[src/rtl/ebpf_divmod.sv]
module ebpf_divmod #(
  parameter int XLEN = 64
) (
  input  logic            clk,
  input  logic            rst_n,
  input  logic            start,
  input  logic [3:0]      opcode,
  input  logic            src_is_reg,
  input  logic [15:0]     offset,
  input  logic            is64,
  input  logic [XLEN-1:0] dst_val,
  input  logic [XLEN-1:0] src_val,
  input  logic [XLEN/2-1:0] imm,
  output logic            busy,
  output logic            done,
  output logic [XLEN-1:0] result
);
  localparam int HLEN = XLEN / 2;
  localparam int CW   = $clog2(XLEN + 1);

  typedef enum logic [1:0] {S_IDLE, S_PREP, S_RUN, S_FIN} state_t;

  state_t          state;
  logic [CW-1:0]   cnt;
  logic [XLEN-1:0] a_q, b_q, quo_r, div_r;
  logic [XLEN:0]   rem_r;
  logic            neg_a, neg_b, rem_q, wide_q, zero_q;

  function automatic logic [XLEN-1:0] widen(input logic [XLEN-1:0] v, input logic w, input logic s);
    return w ? v : {{HLEN{s & v[HLEN-1]}}, v[HLEN-1:0]};
  endfunction

  wire             sgn    = (offset == 16'd1);
  wire [XLEN-1:0]  src_op = src_is_reg ? src_val : {{HLEN{imm[HLEN-1]}}, imm};
  wire [XLEN-1:0]  a_in   = widen(dst_val, is64, sgn);
  wire [XLEN-1:0]  b_in   = widen(src_op, is64, sgn);
  wire             accept = start && (state == S_IDLE);

  wire [XLEN-1:0]  a_mag  = neg_a ? -a_q : a_q;
  wire [XLEN-1:0]  b_mag  = neg_b ? -b_q : b_q;

  wire [XLEN:0]    shl    = {rem_r[XLEN-1:0], quo_r[XLEN-1]};
  wire             ge     = shl >= {1'b0, div_r};

  wire [XLEN-1:0]  q_s    = (neg_a ^ neg_b) ? -quo_r : quo_r;
  wire [XLEN-1:0]  r_s    = neg_a ? -rem_r[XLEN-1:0] : rem_r[XLEN-1:0];
  wire [XLEN-1:0]  val    = zero_q ? (rem_q ? a_q : '0) : (rem_q ? r_s : q_s);

  assign busy = (state != S_IDLE);

  always_ff @(posedge clk or negedge rst_n) begin
    if (!rst_n) begin
      state  <= S_IDLE;
      cnt    <= '0;
      a_q    <= '0;
      b_q    <= '0;
      quo_r  <= '0;
      div_r  <= '0;
      rem_r  <= '0;
      neg_a  <= 1'b0;
      neg_b  <= 1'b0;
      rem_q  <= 1'b0;
      wide_q <= 1'b0;
      zero_q <= 1'b0;
      done   <= 1'b0;
      result <= '0;
    end else begin
      done <= 1'b0;
      case (state)
        S_IDLE: if (accept) begin
          a_q    <= a_in;
          b_q    <= b_in;
          neg_a  <= sgn & a_in[XLEN-1];
          neg_b  <= sgn & b_in[XLEN-1];
          rem_q  <= (opcode == 4'h9);
          wide_q <= is64;
          zero_q <= (b_in == '0);
          state  <= S_PREP;
        end
        S_PREP: begin
          quo_r <= wide_q ? a_mag : {a_mag[HLEN-1:0], {HLEN{1'b0}}};
          div_r <= b_mag;
          rem_r <= '0;
          cnt   <= wide_q ? CW'(XLEN) : CW'(HLEN);
          state <= S_RUN;
        end
        S_RUN: begin
          rem_r <= ge ? (shl - {1'b0, div_r}) : shl;
          quo_r <= {quo_r[XLEN-2:0], ge};
          cnt   <= cnt - 1'b1;
          if (cnt == CW'(1)) state <= S_FIN;
        end
        S_FIN: begin
          result <= wide_q ? val : {{HLEN{1'b0}}, val[HLEN-1:0]};
          done   <= 1'b1;
          state  <= S_IDLE;
        end
        default: state <= S_IDLE;
      endcase
    end
  end

  logic [CW:0] lat;
  always_ff @(posedge clk or negedge rst_n) begin
    if (!rst_n)      lat <= '0;
    else if (accept) lat <= '0;
    else if (busy)   lat <= lat + 1'b1;
  end

  assert_latency_R9: assert property (@(posedge clk) disable iff (!rst_n)
    done |-> lat == (wide_q ? (CW+1)'(XLEN + 2) : (CW+1)'(HLEN + 2)));

  assert_done_pulse_R9: assert property (@(posedge clk) disable iff (!rst_n)
    done |=> !done);

  assert_busy_after_start_R9: assert property (@(posedge clk) disable iff (!rst_n)
    (start && !busy) |=> busy);

  assert_busy_ends_with_done_R9: assert property (@(posedge clk) disable iff (!rst_n)
    $fell(busy) |-> done);

  assert_hold_result_R9: assert property (@(posedge clk) disable iff (!rst_n)
    !done |-> $stable(result));

  assert_hold_operands_R10: assert property (@(posedge clk) disable iff (!rst_n)
    (busy && $past(busy)) |-> ($stable(a_q) && $stable(b_q) && $stable(rem_q) && $stable(wide_q)));

  assert_zero_ext_R4: assert property (@(posedge clk) disable iff (!rst_n)
    (done && !wide_q) |-> result[XLEN-1:HLEN] == '0);

  assert_div_zero_quot_R6: assert property (@(posedge clk) disable iff (!rst_n)
    (done && zero_q && !rem_q) |-> result == '0);
endmodule

[config.mk]
export PLATFORM = sky130hd
export DESIGN_NAME = ebpf_divmod
export DESIGN_NICKNAME = d
export VERILOG_FILES = /design/src/rtl/ebpf_divmod.sv
export SDC_FILE = /design/constraint.sdc
export NUM_CORES = 1
export LEC_CHECK = 0
export BUFFER_PORTS_ARGS = -buffer_cell sky130_fd_sc_hd__buf_2
export CAP_MARGIN = 25
export CORE_ASPECT_RATIO = 0.75
export CORE_MARGIN = 3
export CORE_UTILIZATION = 60
export DETAILED_ROUTE_END_ITERATION = 12
export PLACE_DENSITY = 0.8
export SYNTH_ARGS = -nofsm -noshare
export SYNTH_HDL_FRONTEND = slang
export SYNTH_SLANG_ARGS = --single-unit
export TNS_END_PERCENT = 1
[constraint.sdc]
create_clock -name clk -period 9.5 [get_ports clk]
set_input_delay 2.375 -clock clk [delete_from_list [all_inputs] [get_ports clk]]
set_output_delay 2.375 -clock clk [all_outputs]
set_load 0.05 [all_outputs]
### Word-level counts from Yosys, hierarchy flattened

Cells that the tools add are included.

* register bits after elaboration: 399
* bits of input ports: 185
* output and inout bits: 66

* $add $sub $neg: 6
* $lt $le $gt $ge: 1
* equal/unequal tests: 8
* multiplexer cells: 21
* bitwise logic cells: 5
* reduce and logical (&&, ||, !) cells: 7

Operators by type and width (number)
* 64-bit two-way mux: 13
* 64-bit negation: 4
* 64-bit case mux with 2 select lines: 2
* 65-bit by 64-bit >= comparator with 1-bit output: 1
* 64-bit logical NOT: 1
* 64-bit subtractor: 1
* 16-bit by 1-bit equality test with 1-bit output, second input constant: 1
* 7-bit case mux with 2 select lines: 1
* 2-bit case mux with 4 select lines: 1
* 7-bit by 1-bit equality test with 1-bit output, second input constant: 1
* 7-bit two-way mux: 1
* 7-bit by 1-bit subtractor with 7-bit output, second input constant: 1
* 1-bit AND: 4
* 2-bit equality test, second input constant: 2
* 4-bit equality test, second input constant: 1
* 2-bit two-way mux: 2
* 2-bit != test, second input constant: 2
* 2-bit AND reduction: 2
* 2-bit nonzero test: 2
* 2-bit by 1-bit equality test with 1-bit output, second input constant: 1
* 2-bit logical NOT: 1
* 1-bit logical AND: 1
* 1-bit two-way mux: 1
* 1-bit XOR: 1

### Longest topological paths before layout

* depth in word-level cells: 5
* gate-level depth with buffers: 15
* mapped depth without buffers: 14

### Worst setup path after synthesis

OpenSTA, ideal clock, no wires.

* path kind: register to register
* from: register b_q[9]
* to: register div_r[57]
* setup time: 137 ps
* arrival: 3921 ps
* data required time: 9363 ps
* setup slack: 5443 ps
* stages on the path, launching flop included: 12
* buffers on the path: 1
* period minus slack after synthesis: 4057 ps
* path through: dfrtp_1 > buf_6 > or4_4 > or4_4 > or4_4 > or3_4 > or3b_4 > or3_4 > or4_4 > o31ai_2 > xor2_1 > a21oi_1

* longest elaborated chain between the ends: 2

Ends and longest elaborated chain
* from (decl): line 25 `logic [XLEN-1:0] a_q, b_q, quo_r, div_r;`
* from (signal assigned): line 72 `b_q <= b_in;`
* 64-bit negation: line 40 `wire [XLEN-1:0] b_mag = neg_b ? -b_q : b_q;`
* 64-bit two-way mux: line 40
* to (signal assigned): line 82 `div_r <= b_mag;`
* to (decl): line 25

Every way passes these cells.
A chain may end at the register's enable or synchronous reset.

### Final worst setup path

* from: register rem_r[39]
* to: register rem_r[59]

* longest elaborated chain between the ends: 3
* elaborated cells between the ends (all ways): 4
* classes of those cells: add/sub (1); order compare (1); mux (2)

Ends and longest elaborated chain
* from (decl): line 26 `logic [XLEN:0] rem_r;`
* from (signal assigned): line 88 `rem_r <= ge ? (shl - {1'b0, div_r}) : shl;`
* 64-bit subtractor / 65-bit by 64-bit >= comparator with 1-bit output (equally long branches): line 88, 43
* 64-bit two-way mux (*): line 88
* 64-bit case mux with 2 select lines (*): line 69 `case (state)`

Mark *: on every way between the ends. The rest lies on a longest branch, timed or not.

==> impl_metrics.csv <==
group,metric,value,unit
clocking,cts.sinks,399,
finish,fin_nets,3777,
synthesis,yosys.area.top_type,"dfrtp_1",
min_path,hold_class,"flop to flop",
placed_design,dp_cells,4054,
die,die_w,253,um
critical_path,cp-start-kind,"flop",
global_route,grt_remaining_overflow,0,
pwr,power_density,418,mW/mm^2
synthesis,yosysWarnings,0,
synthesis,synth.cell_area,0.0275,mm^2
clocking,clockRootBuffer,"clkbuf_16",
timing,layout_min_cycle_time,4.76,ns
pwr,power_switching,6860,uW
finish,drive_above_1_share,0.120,
route,drt-total-wl,96000,um
clocking,cts_hold_buf,0,
synthesis,yosysTopAreaCellShare,0.363,
synthesis,synthCells,3410,
pwr,power.internal,5830,uW
clocking,cts_tree,"built",
die,pin_count,251,
die,die_area,0.0484,mm^2
clocking,clkLatencyLatePin,0.57,ns
global_route,grt_util_all_layers,0.390,
finish,syn2layout_area_growth,10.6,%
finish,final_cell_mix,"395 x dfrtp_1, 388 x nand2_1, 317 x nor2_1",
finish,fillers,3714,
synthesis,synth_nets,3671,
global_route,grt_pass1_vias,26173,
critical_path,critPathArrivalTime,5.26,ns
placed_design,place_hpwl,70000,um
timing,fmax,210,MHz
synthesis,synth_area_leaders,"dfrtp_1 36%, o21ai_0 5.7%, a21oi_1 5.3%",
clocking,cts_resized,0,
clocking,post_cts_buffers,0,
finish,final_area,0.0304,mm^2
clocking,cts.clk_slew.worst_paths,0.06,ns
critical_path,endpoint_kind,"flop",
timing,tightest_slew,1.19,ns
critical_path,cp_max_fo,96,
global_route,antenna_found_initial,3,
pwr,power_leakage,0.0133,uW
pwr,pwr-share-clk,0.132,
clocking,htree_levels,2,
synthesis,synth-edff-count,0,
synthesis,seq_area_frac_synth,0.363,
route,remaining_drc_errors,0,
synthesis,async_flop_share,1.00,
die,core,0.0449,mm^2
timing,rsz0062_at_grt,"no",
placed_design,numPortBuffers,250,
outcome,status,"complete, no violations",
pwr,power.total,12700,uW
global_route,grt_max_degree,145,
pwr,netSwitchingFraction,0.540,
route,wl_per_cell,23.2,um
timing,slew_violations,0,
timing,finalCritPeriodShare,0.502,
route,dr.pass1.iters,8,
finish,fin_cells,4133,
synthesis,synth_seq_cells,399,
synthesis,synth_cell_types,71,
route,routed_via_density,6.64,
pwr,p_comb_frac,0.597,
die,rows,67,
critical_path,crit_type,"flop to flop",
finish,final_util,0.676,
synthesis,ys.flop_type,"dfrtp_1",
route,vias,27455,
die,die_h,191,um
clocking,cts.path.max_buffers,3,
placed_design,gp_congestion,0.999,
placed_design,placed_area,0.0290,mm^2
synthesis,syn_avg_cell_area,8.06,um^2
pwr,peakVddDrop,0.456,mV
timing,finalHoldViolCount,0,
die,start_util,0.611,
timing,clock_skew,0.0291,ns
finish,layout_commonest_cell,"dfrtp_1",
global_route,grt_first_pass_wirelength,148000,um
timing,fin_setup_tns,0,ns
route,drtIter0Drc,3363,
job,timing.max_cap.violations,0,
timing,relSlewSlack,0.198,
critical_path,critPathRequiredTime,9.99,ns
clocking,numCtsBuffers,41,
timing,setup_viol,0,
pwr,sequentialPowerShare,0.271,
route,ant_nets,0,
==> power groups by stage <==
stage	combinational (uW)	sequential, uW	clock (uW)
floorplan	4840	3530	0
global placement	7130	3370	0
detailed placement	7270	3410	0
CTS	7330	3390	1690
global route	8190	3510	1760
finish	7580	3440	1680
==> flip-flops by register name, summed over array words and instances, names as in the netlist <==
| name | count |
|---|---|
| wide_q | 1 |
| rem_q | 1 |
| quo_r | 64 |
| cnt | 7 |
| zero_q | 1 |
| neg_b | 1 |
| rem_r | 64 |
| a_q | 64 |
| result | 64 |
| div_r | 64 |
| done | 1 |
| neg_a | 1 |
| b_q | 64 |
| state | 2 |
==> path summary, 6_finish.rpt <==
path                            start         end  slack (ns)  cells past startpoint
max                         rem_r[39]   rem_r[59]        4.74                     13
min                        result[29]  result[29]        0.50                      2
max reg2reg                 rem_r[39]   rem_r[59]        4.74                     13
min reg2reg                result[29]  result[29]        0.50                      2
max in group asynchronous       rst_n     a_q[40]        6.14                      2
min in group asynchronous       rst_n      b_q[5]        1.89                      1
==> per-layer routing <==
metal	wire, um	global-route usage	part of all wire	vias to the layer above
li1	-	-	-	12405
met1	40600	0.553	0.42	13299
met2	41800	0.593	0.43	1528
met3	10900	0.102	0.11	219
met4	2700	0.110	0.028	4
met5	27	0	0.00028	-
==> Yosys cell counts, drive strengths merged, types with 33 or more instances <==
library cell	instances
clkbuf	206
xor2	149
ha	75
or3	65
inv	158
dfrtp	399
xnor2	155
o31ai	72
nand3	122
nor2	318
a21oi	292
or4	41
nor4	40
nor3	47
mux2i	46
o21ai	314
o41ai	33
nand2	389
o22ai	42
a221oi	47
==> critical path, stage by stage, from the launching register on <==
cell and delay (ns):
dfrtp_1 0.44, ha_1 0.42, and2_1 0.19, nand3_1 0.10
or3_1 0.37, or3_1 0.38, nor4_1 0.18, buf_2 0.24
nor2_1 0.07, o41ai_2 0.38, buf_4 0.75, nand2_1 0.60
nor4_1 0.41, a221o_1 0.15
==> logic make-up after synthesis <==
logic type                 count (synthesis)  share of synthesized area
AOI/OAI and AO/OA                       1026                      0.231
xor gates and xnor gates                 304                     0.0969
adders and majority gates                 76                     0.0349
buffers and inverters                    386                     0.0531
DFF                                      399                      0.363
muxes                                     69                     0.0262
and+or+nand+nor                         1150                      0.194
==> stage by stage <==
| stage | hold slack, ns | worst slack [ns] |
|---|---|---|
| floorplan | 0.469 | 5.44 |
| global placement | 0.468 | 4.57 |
| detailed placement | 0.484 | 4.47 |
| CTS | 0.499 | 4.45 |
| global route | 0.542 | 4.34 |
| finish | 0.497 | 4.74 |
==> cell type report <==
cell class | instances | area, um^2 | share of cell area
clock buffers | 58 | 1150 | 0.0378
clock inverters | 14 | 199 | 0.00655
multi-input cells | 2625 | 16100 | 0.530
diodes | 2 | 5.00 | 0.000165
flip-flops and latches | 399 | 9990 | 0.329
inverters | 160 | 601 | 0.0198
well taps | 586 | 733 | 0.0241
repair buffers | 289 | 1600 | 0.0527
Power figures use the tool's default switching activity.
